## src/rtl/bitop_shift_pkg.sv

```systemverilog
package bitop_shift_pkg;
  localparam int unsigned FUNC_W = 4;

  localparam logic [FUNC_W-1:0] FN_AND   = 4'd0;
  localparam logic [FUNC_W-1:0] FN_OR    = 4'd1;
  localparam logic [FUNC_W-1:0] FN_XOR   = 4'd2;
  localparam logic [FUNC_W-1:0] FN_ANDN  = 4'd3;
  localparam logic [FUNC_W-1:0] FN_ADDC  = 4'd4;
  localparam logic [FUNC_W-1:0] FN_SUBC  = 4'd5;
  localparam logic [FUNC_W-1:0] FN_SHL   = 4'd6;
  localparam logic [FUNC_W-1:0] FN_SHLX  = 4'd7;
  localparam logic [FUNC_W-1:0] FN_SHRA  = 4'd8;
  localparam logic [FUNC_W-1:0] FN_SHRL  = 4'd9;
  localparam logic [FUNC_W-1:0] FN_SHRX  = 4'd10;

  typedef enum logic [1:0] {
    K_LOGIC = 2'd0,
    K_SHIFT = 2'd1,
    K_BAD   = 2'd2
  } kind_e;
endpackage

```

## src/rtl/bitop_decode.sv

```systemverilog
module bitop_decode
  import bitop_shift_pkg::*;
(
  input  logic              imm_form_i,
  input  logic [FUNC_W-1:0] func_i,
  output kind_e             kind_o
);
  always_comb begin
    unique case (func_i)
      FN_AND, FN_OR, FN_XOR, FN_ANDN:
        kind_o = K_LOGIC;
      FN_SHL, FN_SHLX, FN_SHRA, FN_SHRL, FN_SHRX:
        kind_o = imm_form_i ? K_SHIFT : K_BAD; // shifts have no register form
      default:
        kind_o = K_BAD;
    endcase
  end
endmodule

```

## src/rtl/bitop_logic.sv

```systemverilog
module bitop_logic #(
  parameter int unsigned WIDTH = 16
) (
  input  logic [1:0]       sel_i,
  input  logic [WIDTH-1:0] a_i,
  input  logic [WIDTH-1:0] b_i,
  output logic [WIDTH-1:0] y_o
);
  always_comb begin
    unique case (sel_i)
      2'd0:    y_o = a_i & b_i;
      2'd1:    y_o = a_i | b_i;
      2'd2:    y_o = a_i ^ b_i;
      default: y_o = a_i & ~b_i;
    endcase
  end
endmodule

```

## src/rtl/bitop_shift.sv

```systemverilog
module bitop_shift
  import bitop_shift_pkg::*;
#(
  parameter int unsigned WIDTH = 16
) (
  input  logic [FUNC_W-1:0] func_i,
  input  logic [WIDTH-1:0]  a_i,
  input  logic              ext_i,
  output logic [WIDTH-1:0]  y_o,
  output logic              ext_o
);
  localparam int unsigned MSB = WIDTH - 1;

  logic left;
  logic fill;

  always_comb begin
    left = (func_i == FN_SHL) || (func_i == FN_SHLX);
    unique case (func_i)
      FN_SHLX, FN_SHRX: fill = ext_i;
      FN_SHRA:          fill = a_i[MSB];
      default:          fill = 1'b0;
    endcase
  end

  // one-place move, bit by bit
  for (genvar i = 0; i < WIDTH; i++) begin : g_bit
    if (i == 0) begin : g_lo
      assign y_o[i] = left ? fill : a_i[i+1];
    end else if (i == MSB) begin : g_hi
      assign y_o[i] = left ? a_i[i-1] : fill;
    end else begin : g_mid
      assign y_o[i] = left ? a_i[i-1] : a_i[i+1];
    end
  end

  assign ext_o = left ? a_i[MSB] : a_i[0];
endmodule

```

## src/rtl/bitop_shift_unit.sv

```systemverilog
module bitop_shift_unit
  import bitop_shift_pkg::*;
#(
  parameter int unsigned WIDTH = 16
) (
  input  logic              clk_i,
  input  logic              rst_ni,
  input  logic              valid_i,
  input  logic              imm_form_i,
  input  logic [FUNC_W-1:0] func_i,
  input  logic [WIDTH-1:0]  dst_i,
  input  logic [WIDTH-1:0]  opnd_i,
  output logic [WIDTH-1:0]  result_o,
  output logic              wr_o,
  output logic              illegal_o,
  output logic              ext_o
);
  kind_e            kind;
  logic [WIDTH-1:0] logic_y;
  logic [WIDTH-1:0] shift_y;
  logic             shift_ext;

  logic [WIDTH-1:0] result_q;
  logic             wr_q, illegal_q, ext_q;

  bitop_decode u_dec (
    .imm_form_i (imm_form_i),
    .func_i     (func_i),
    .kind_o     (kind)
  );

  bitop_logic #(.WIDTH(WIDTH)) u_logic (
    .sel_i (func_i[1:0]),
    .a_i   (dst_i),
    .b_i   (opnd_i),
    .y_o   (logic_y)
  );

  bitop_shift #(.WIDTH(WIDTH)) u_shift (
    .func_i (func_i),
    .a_i    (dst_i),
    .ext_i  (ext_q),
    .y_o    (shift_y),
    .ext_o  (shift_ext)
  );

  always_ff @(posedge clk_i or negedge rst_ni) begin
    if (!rst_ni) begin
      result_q  <= '0;
      wr_q      <= 1'b0;
      illegal_q <= 1'b0;
      ext_q     <= 1'b0;
    end else begin
      wr_q      <= valid_i && (kind != K_BAD);
      illegal_q <= valid_i && (kind == K_BAD);
      if (valid_i) begin
        unique case (kind)
          K_LOGIC: result_q <= logic_y;
          K_SHIFT: begin
            result_q <= shift_y;
            ext_q    <= shift_ext;
          end
          default: ;
        endcase
      end
    end
  end

  assign result_o  = result_q;
  assign wr_o      = wr_q;
  assign illegal_o = illegal_q;
  assign ext_o     = ext_q;
endmodule

```

## config.mk

```make
export PLATFORM = sky130hd
export DESIGN_NAME = bitop_shift_unit
export DESIGN_NICKNAME = d
export VERILOG_FILES = /design/src/rtl/bitop_shift_pkg.sv /design/src/rtl/bitop_decode.sv /design/src/rtl/bitop_logic.sv /design/src/rtl/bitop_shift.sv /design/src/rtl/bitop_shift_unit.sv
export SDC_FILE = /design/constraint.sdc
export NUM_CORES = 1
export LEC_CHECK = 0
export BUFFER_PORTS_ARGS = -buffer_cell sky130_fd_sc_hd__buf_4
export CAP_MARGIN = 20
export CORE_ASPECT_RATIO = 2
export CORE_MARGIN = 2
export CORE_UTILIZATION = 53
export DETAILED_ROUTE_END_ITERATION = 8
export PLACE_DENSITY = 0.86
export SETUP_SLACK_MARGIN = 0.5
export SYNTH_ARGS = -nofsm -noshare
export SYNTH_HDL_FRONTEND = slang
export SYNTH_SLANG_ARGS = --single-unit
```

## constraint.sdc

```tcl
create_clock -name clk_i -period 1.1 [get_ports clk_i]
set_input_delay 0 -clock clk_i [delete_from_list [all_inputs] [get_ports clk_i]]
set_output_delay 0 -clock clk_i [all_outputs]
set_load 0.05 [all_outputs]
```

# [Word level (Yosys, flattened, before mapping)]
# Index checks and enable logic that the tools add are counted.
[word_totals] ff_bits=19 input_bits=40 out_inout_bits=19 wordCells=56
[classes] n_eq_ne=13 muxes=22 bitwise_logic=5 reduce_logical=12
[ops] op="$pmux W16 S3" n=1
[ops] op="$and A16 B16 Y16" n=2
[ops] op="$pmux W16 S2" n=1
[ops] op="$mux W1" n=17
[ops] op="$not A16 Y16" n=1
[ops] op="$or A16 B16 Y16" n=1
[ops] op="$xor A16 B16 Y16" n=1
[ops] op="$eq A4 B4 Y1 const B" n=3
[ops] op="$eq A4 B2 Y1 const B" n=2
[ops] op="$eq A4 B3 Y1 const B" n=2
[ops] op="$reduce_or A5 Y1" n=1
[ops] op="$eq A2 B1 Y1 const B" n=2
[ops] op="$eq A2 B2 Y1 const B" n=2
[ops] op="$eq A4 B1 Y1 const B" n=1
[ops] op="$logic_not A2 Y1" n=2
[ops] op="$logic_not A4 Y1" n=1
[ops] op="$pmux W2 S2" n=1
[ops] op="$reduce_and A2 Y1" n=2
[ops] op="$reduce_or A4 Y1" n=1
[ops] op="$logic_and A1 B1 Y1" n=2
[ops] op="$mux W2" n=1
[ops] op="$ne A2 B2 Y1 const B" n=1
[ops] op="$pmux W1 S2" n=1
[ops] op="$reduce_bool A2 Y1" n=1
[ops] op="2 further kinds" n=2

# [Longest topological paths before layout]
[logic_depth] word_depth=6 mapped_depth=10 mapped_depth_nobuf=7

# [By module]
# A second synthesis with hierarchy kept.
[hier_totals] cells_unflattened=231 area_unflattened_um2=2284.7
[modules_own_cells] module="bitop_shift_unit" instances=1 cells_per_inst=61 area_each_um2=985.9 seq_area_each_um2=475.5
[modules_own_cells] module="bitop_logic" instances=1 cells_per_inst=141 area_each_um2=982.2 seq_area_each_um2=0.0
[modules_own_cells] module="bitop_shift" instances=1 cells_per_inst=24 area_each_um2=276.5 seq_area_each_um2=0.0
[modules_own_cells] module="bitop_decode" instances=1 cells_per_inst=5 area_each_um2=40.0 seq_area_each_um2=0.0

# [Worst setup path before layout]
# Ideal clock, no wire load.
[synth_path] path_type="input -> register" from="in func_i[0]" to="reg result_q[10], in the netlist result_o[10]" setup_ns=0.127 t_arrival_ns=1.553 t_required_ns=0.973 path_slack_ns=-0.580 cell_stages=9 path_buffers=3 path_cell_list="inv_1 ha_1 buf_6 or3_1 a32o_1 buf_6 o21ai_4 buf_4 o21ai_0"
[synth_via] elab_chain_len=6 word_cells_on_any_way=23 cone_classes="11 x eq/ne; 4 x mux; 8 x reduce/logical"
[synth_lines] item="from (decl)" line="bitop_shift_unit.sv:10" text="input logic [FUNC_W-1:0] func_i,"
[synth_lines] item="$eq A4 B3 Y1, or another cell as far along" line="bitop_decode.sv:9, bitop_shift.sv:18"
[synth_lines] item="$reduce_or A5 Y1 or $reduce_or A4 Y1 (tied branches)" line="bitop_decode.sv:9" text="unique case (func_i)"
[synth_lines] item="$pmux W2 S2" line="bitop_decode.sv:9"
[synth_lines] item="$eq A2 B1 Y1 or $logic_not A2 Y1 (tied branches)" line="bitop_shift_unit.sv:57" text="unique case (kind)"
[synth_lines] item="$reduce_bool A2 Y1 (no line)"
[synth_lines] item="$reduce_and A2 Y1 (no line)"
[synth_lines] item="to (signal assigned)" line="bitop_shift_unit.sv:58" text="K_LOGIC: result_q <= logic_y;"
[synth_lines] item="to (signal assigned)" line="bitop_shift_unit.sv:60" text="result_q <= shift_y;"
[synth_lines] item="to (decl)" line="bitop_shift_unit.sv:23" text="logic [WIDTH-1:0] result_q;"
# Several ways; a longest one is shown, not always the timed one.
# A chain may end at the register's enable or synchronous reset.

# [Final worst setup path]
# Same ends and word-level chain as after synthesis.

==> flow_summary_export.csv <==
group,metric,value,unit
synth,yosysWarnings,0,
cells_and_area,diodes,0,
routing,totalWireLength,8410,µm
synth,post_synth_num_cell_types,33,
cts,insertion_delay,0.26,ns
sta,worst_setup_slack_after_layout,-0.362,ns
sta,hold_viol_final,1,
sta,setup_violating_endpoint_count_in_the_final_report,19,
floorplan,chip_height,91.8,µm
sta,min_period_over_period,1.33,
floorplan,core,3650,µm²
power_and_ir_drop,power_density,1260,nW/µm²
floorplan,i_o_pin_total,59,
sta,finalCriticalPeriod,1.46,ns
synth,postSynthAreaPerCell,8.07,µm²
synth,postSynthRegisterBits,19,
setup_path,type_of_destination_of_the_critical_path,"flop",
min_path,worstHoldPathType,"input pin to flop",
cts,numCtsBuffers,3,
synth,async_reset_ff_frac,1.00,
power_and_ir_drop,vdd_ir_max,0.000895,V
sta,clock_skew,0.000369,ns
routing,drt-vias-per-instance,6.28,
routing,drtAntennaViolNets,0,
setup_path,timing.critical_path.required,1.28,ns
setup_path,ff2ff_setup_slack,-0.20,ns
synth,postSynthNetCount,313,
synth,dominantRegCellSynth,"sky130_fd_sc_hd__dfrtp_1",
cells_and_area,area_growth,58.7,%
grt,grt_start_max_net_pins,20,
sta,grt_setup_unrepaired,"true",
grt,grt_first_pass_wirelength,9550,µm
synth,mappedNetlistArea,2040,µm²
floorplan,start_util,0.560,
setup_path,critPathKind,"input pin to flop",
synth,count_of_flip_flops_with_a_built_in_enable_after_synthesis,0,
cts,cts_root_buf,"sky130_fd_sc_hd__clkbuf_8",
routing,iteration_0_drc_count_of_the_detailed_router,214,
cells_and_area,drive_gt1_frac,0.437,
synth,seq_area_frac_synth,0.233,
floorplan,design.die.area,4390,µm²
placed_design,numPlacedInstances,366,
grt,first_global_vias,2178,
floorplan,floorplan.rows,31,
placed_design,dpl_worst_slack,-0.569,ns
placed_design,globalplace.congestion,0.915,
synth,netlist_instances,253,
grt,grt.overflow.total,0,
sta,hold_slack,-0.00413,ns
cells_and_area,layout_commonest_cell,"sky130_fd_sc_hd__buf_4",
cts,clk_pin_slew,0.08,ns
cells_and_area,layout.cells.most_common_list,"sky130_fd_sc_hd__buf_4, sky130_fd_sc_hd__inv_1, sky130_fd_sc_hd__mux2i_1, sky130_fd_sc_hd__nand2_1",
cells_and_area,layout.filler_cells,174,
setup_path,critical_path.startpoint_type,"input pin",
placed_design,count_of_port_buffers_added_during_placement,58,
sta,tightestPinTransition,0.416,ns
floorplan,die-width,47.9,µm
placed_design,post-dp-hpwl,4130,µm
run_status,failed_checks,"hold timing, setup timing",
cells_and_area,nets,402,
cts,htree_levels,1,
cells_and_area,final-instance-count-excl-fill,390,
flow_run,cap_viol_max_count,0,
routing,routedWlPerCell,21.6,µm
sta,fmax,0.684,GHz
cts,cts_hold_repair.buffers,1,
grt,all_layer_global_routing_usage,0.288,
cts,numClockSinks,19,
run_status,run_status,"finished, violations left",
grt,initial_antenna_violation_count,0,
power_and_ir_drop,p_leak,1.58,nW
setup_path,critical_path_arrival,1.65,ns
routing,vias,2449,
setup_path,cp_max_fo,6,
cts,cts_max_path_buffers,2,
routing,drc_violations,0,
sta,final_max_slew_viol_count,0,
sta,worst_slew_margin_rel,0.721,
cts,tritoncts_clock_tree,"yes",
routing,drtPass1Iterations,5,
through the flow:
| step | cell area (µm²) | TNS (ns) | hold slack [ns] | power (W) | utilization |
|---|---|---|---|---|---|
| final | 3240 | -5.45 | -0.00413 | 0.00407 | 0.888 |
| after global placement | 2700 | -9.41 | -0.123 | 0.00274 | 0.740 |
| after floorplan | 2140 | -8.41 | -0.296 | 0.00218 | - |
| after global routing | 3240 | -6.11 | 0.0260 | 0.00422 | 0.888 |
| after detailed placement | 2700 | -10.06 | -0.124 | 0.00278 | 0.740 |
| after CTS | 3000 | -3.64 | -0.0304 | 0.00355 | 0.824 |
cell families (layout without fill, tap and decap cells):
kind of cell,after synthesis,count (layout),share of synthesized area
AND/OR/NAND/NOR,58,58,0.129
AO/OA/AOI/OAI,56,56,0.181
buffers and inverters,54,142,0.119
multiplexers,30,30,0.147
adder cells (fa/ha/maj),20,20,0.123
flip-flops,19,19,0.233
XOR/XNOR,16,16,0.0687
worst paths after layout:
check | start | to | cells past startpoint
setup / recovery | func_i[0] | result_o[10] | 8
hold / removal | valid_i | ext_o | 2
setup reg to reg | ext_o | result_o[15] | 4
hold reg to reg | result_o[3] | result_o[3] | 2
max in group asynchronous | rst_ni | result_o[4] | 2
min in group asynchronous | rst_ni | wr_o | 2
layer usage:
metal	up-vias	share of wire	global-route usage
met4	0	0.064	0.140
met5	-	0	0
met2	206	0.52	0.503
met1	1130	0.33	0.309
li1	1042	-	-
met3	71	0.086	0.0394
timing repair:
item	4_1_cts	5_1_grt
setup endpoints to repair	38	38
pin swaps	3	10
gates cloned	2	2
setup buffers	7	8
resized for setup	47	32
endpoints found under the hold margin	20	1
report_power, final:
group / total, W / switching, W / internal (W)
Sequential: 0.00107 / 0.000181 / 0.000888
Clock: 0.000514 / 0.000256 / 0.000258
Combinational: 0.00249 / 0.00137 / 0.00112
registers in the layout, summed over array words and instances, names as in the netlist:
register	cells
result_o	16
wr_o	1
ext_o	1
illegal_o	1
worst max-delay path, stage by stage:
cell	delay, ns
sky130_fd_sc_hd__buf_12	0.12
sky130_fd_sc_hd__ha_1	0.22
sky130_fd_sc_hd__or2_4	0.28
sky130_fd_sc_hd__and2_1	0.24
sky130_fd_sc_hd__buf_4	0.18
sky130_fd_sc_hd__o21ai_0	0.26
sky130_fd_sc_hd__mux2i_1	0.17
sky130_fd_sc_hd__o21ai_1	0.17
final cells by class:
cell class,instances,area (µm²),share of cell area
clock buffers,4,45.0,0.0139
inverters,36,163,0.0502
multi-input cells,180,1470,0.454
flip-flops and latches,19,497,0.153
well taps,49,61.3,0.0189
repair buffers,102,1000,0.310
synth_stat cells, types with 2 or more instances:
cell,instances,area (µm²)
sky130_fd_sc_hd__ha_1,20,250
sky130_fd_sc_hd__nand3_1,15,75.1
sky130_fd_sc_hd__nand2_1,33,124
sky130_fd_sc_hd__xnor2_1,15,131
sky130_fd_sc_hd__a2bb2oi_1,15,131
sky130_fd_sc_hd__o21ai_0,28,140
sky130_fd_sc_hd__a22oi_1,2,15.0
sky130_fd_sc_hd__inv_1,36,135
sky130_fd_sc_hd__buf_6,4,45.0
sky130_fd_sc_hd__nor3b_1,2,15.0
sky130_fd_sc_hd__buf_2,5,25.0
sky130_fd_sc_hd__mux2i_1,30,300
sky130_fd_sc_hd__dfrtp_1,19,475
sky130_fd_sc_hd__o21ai_1,3,15.0
sky130_fd_sc_hd__a21oi_1,2,10.0
sky130_fd_sc_hd__clkbuf_1,7,26.3
(Power assumes the default switching activity.)
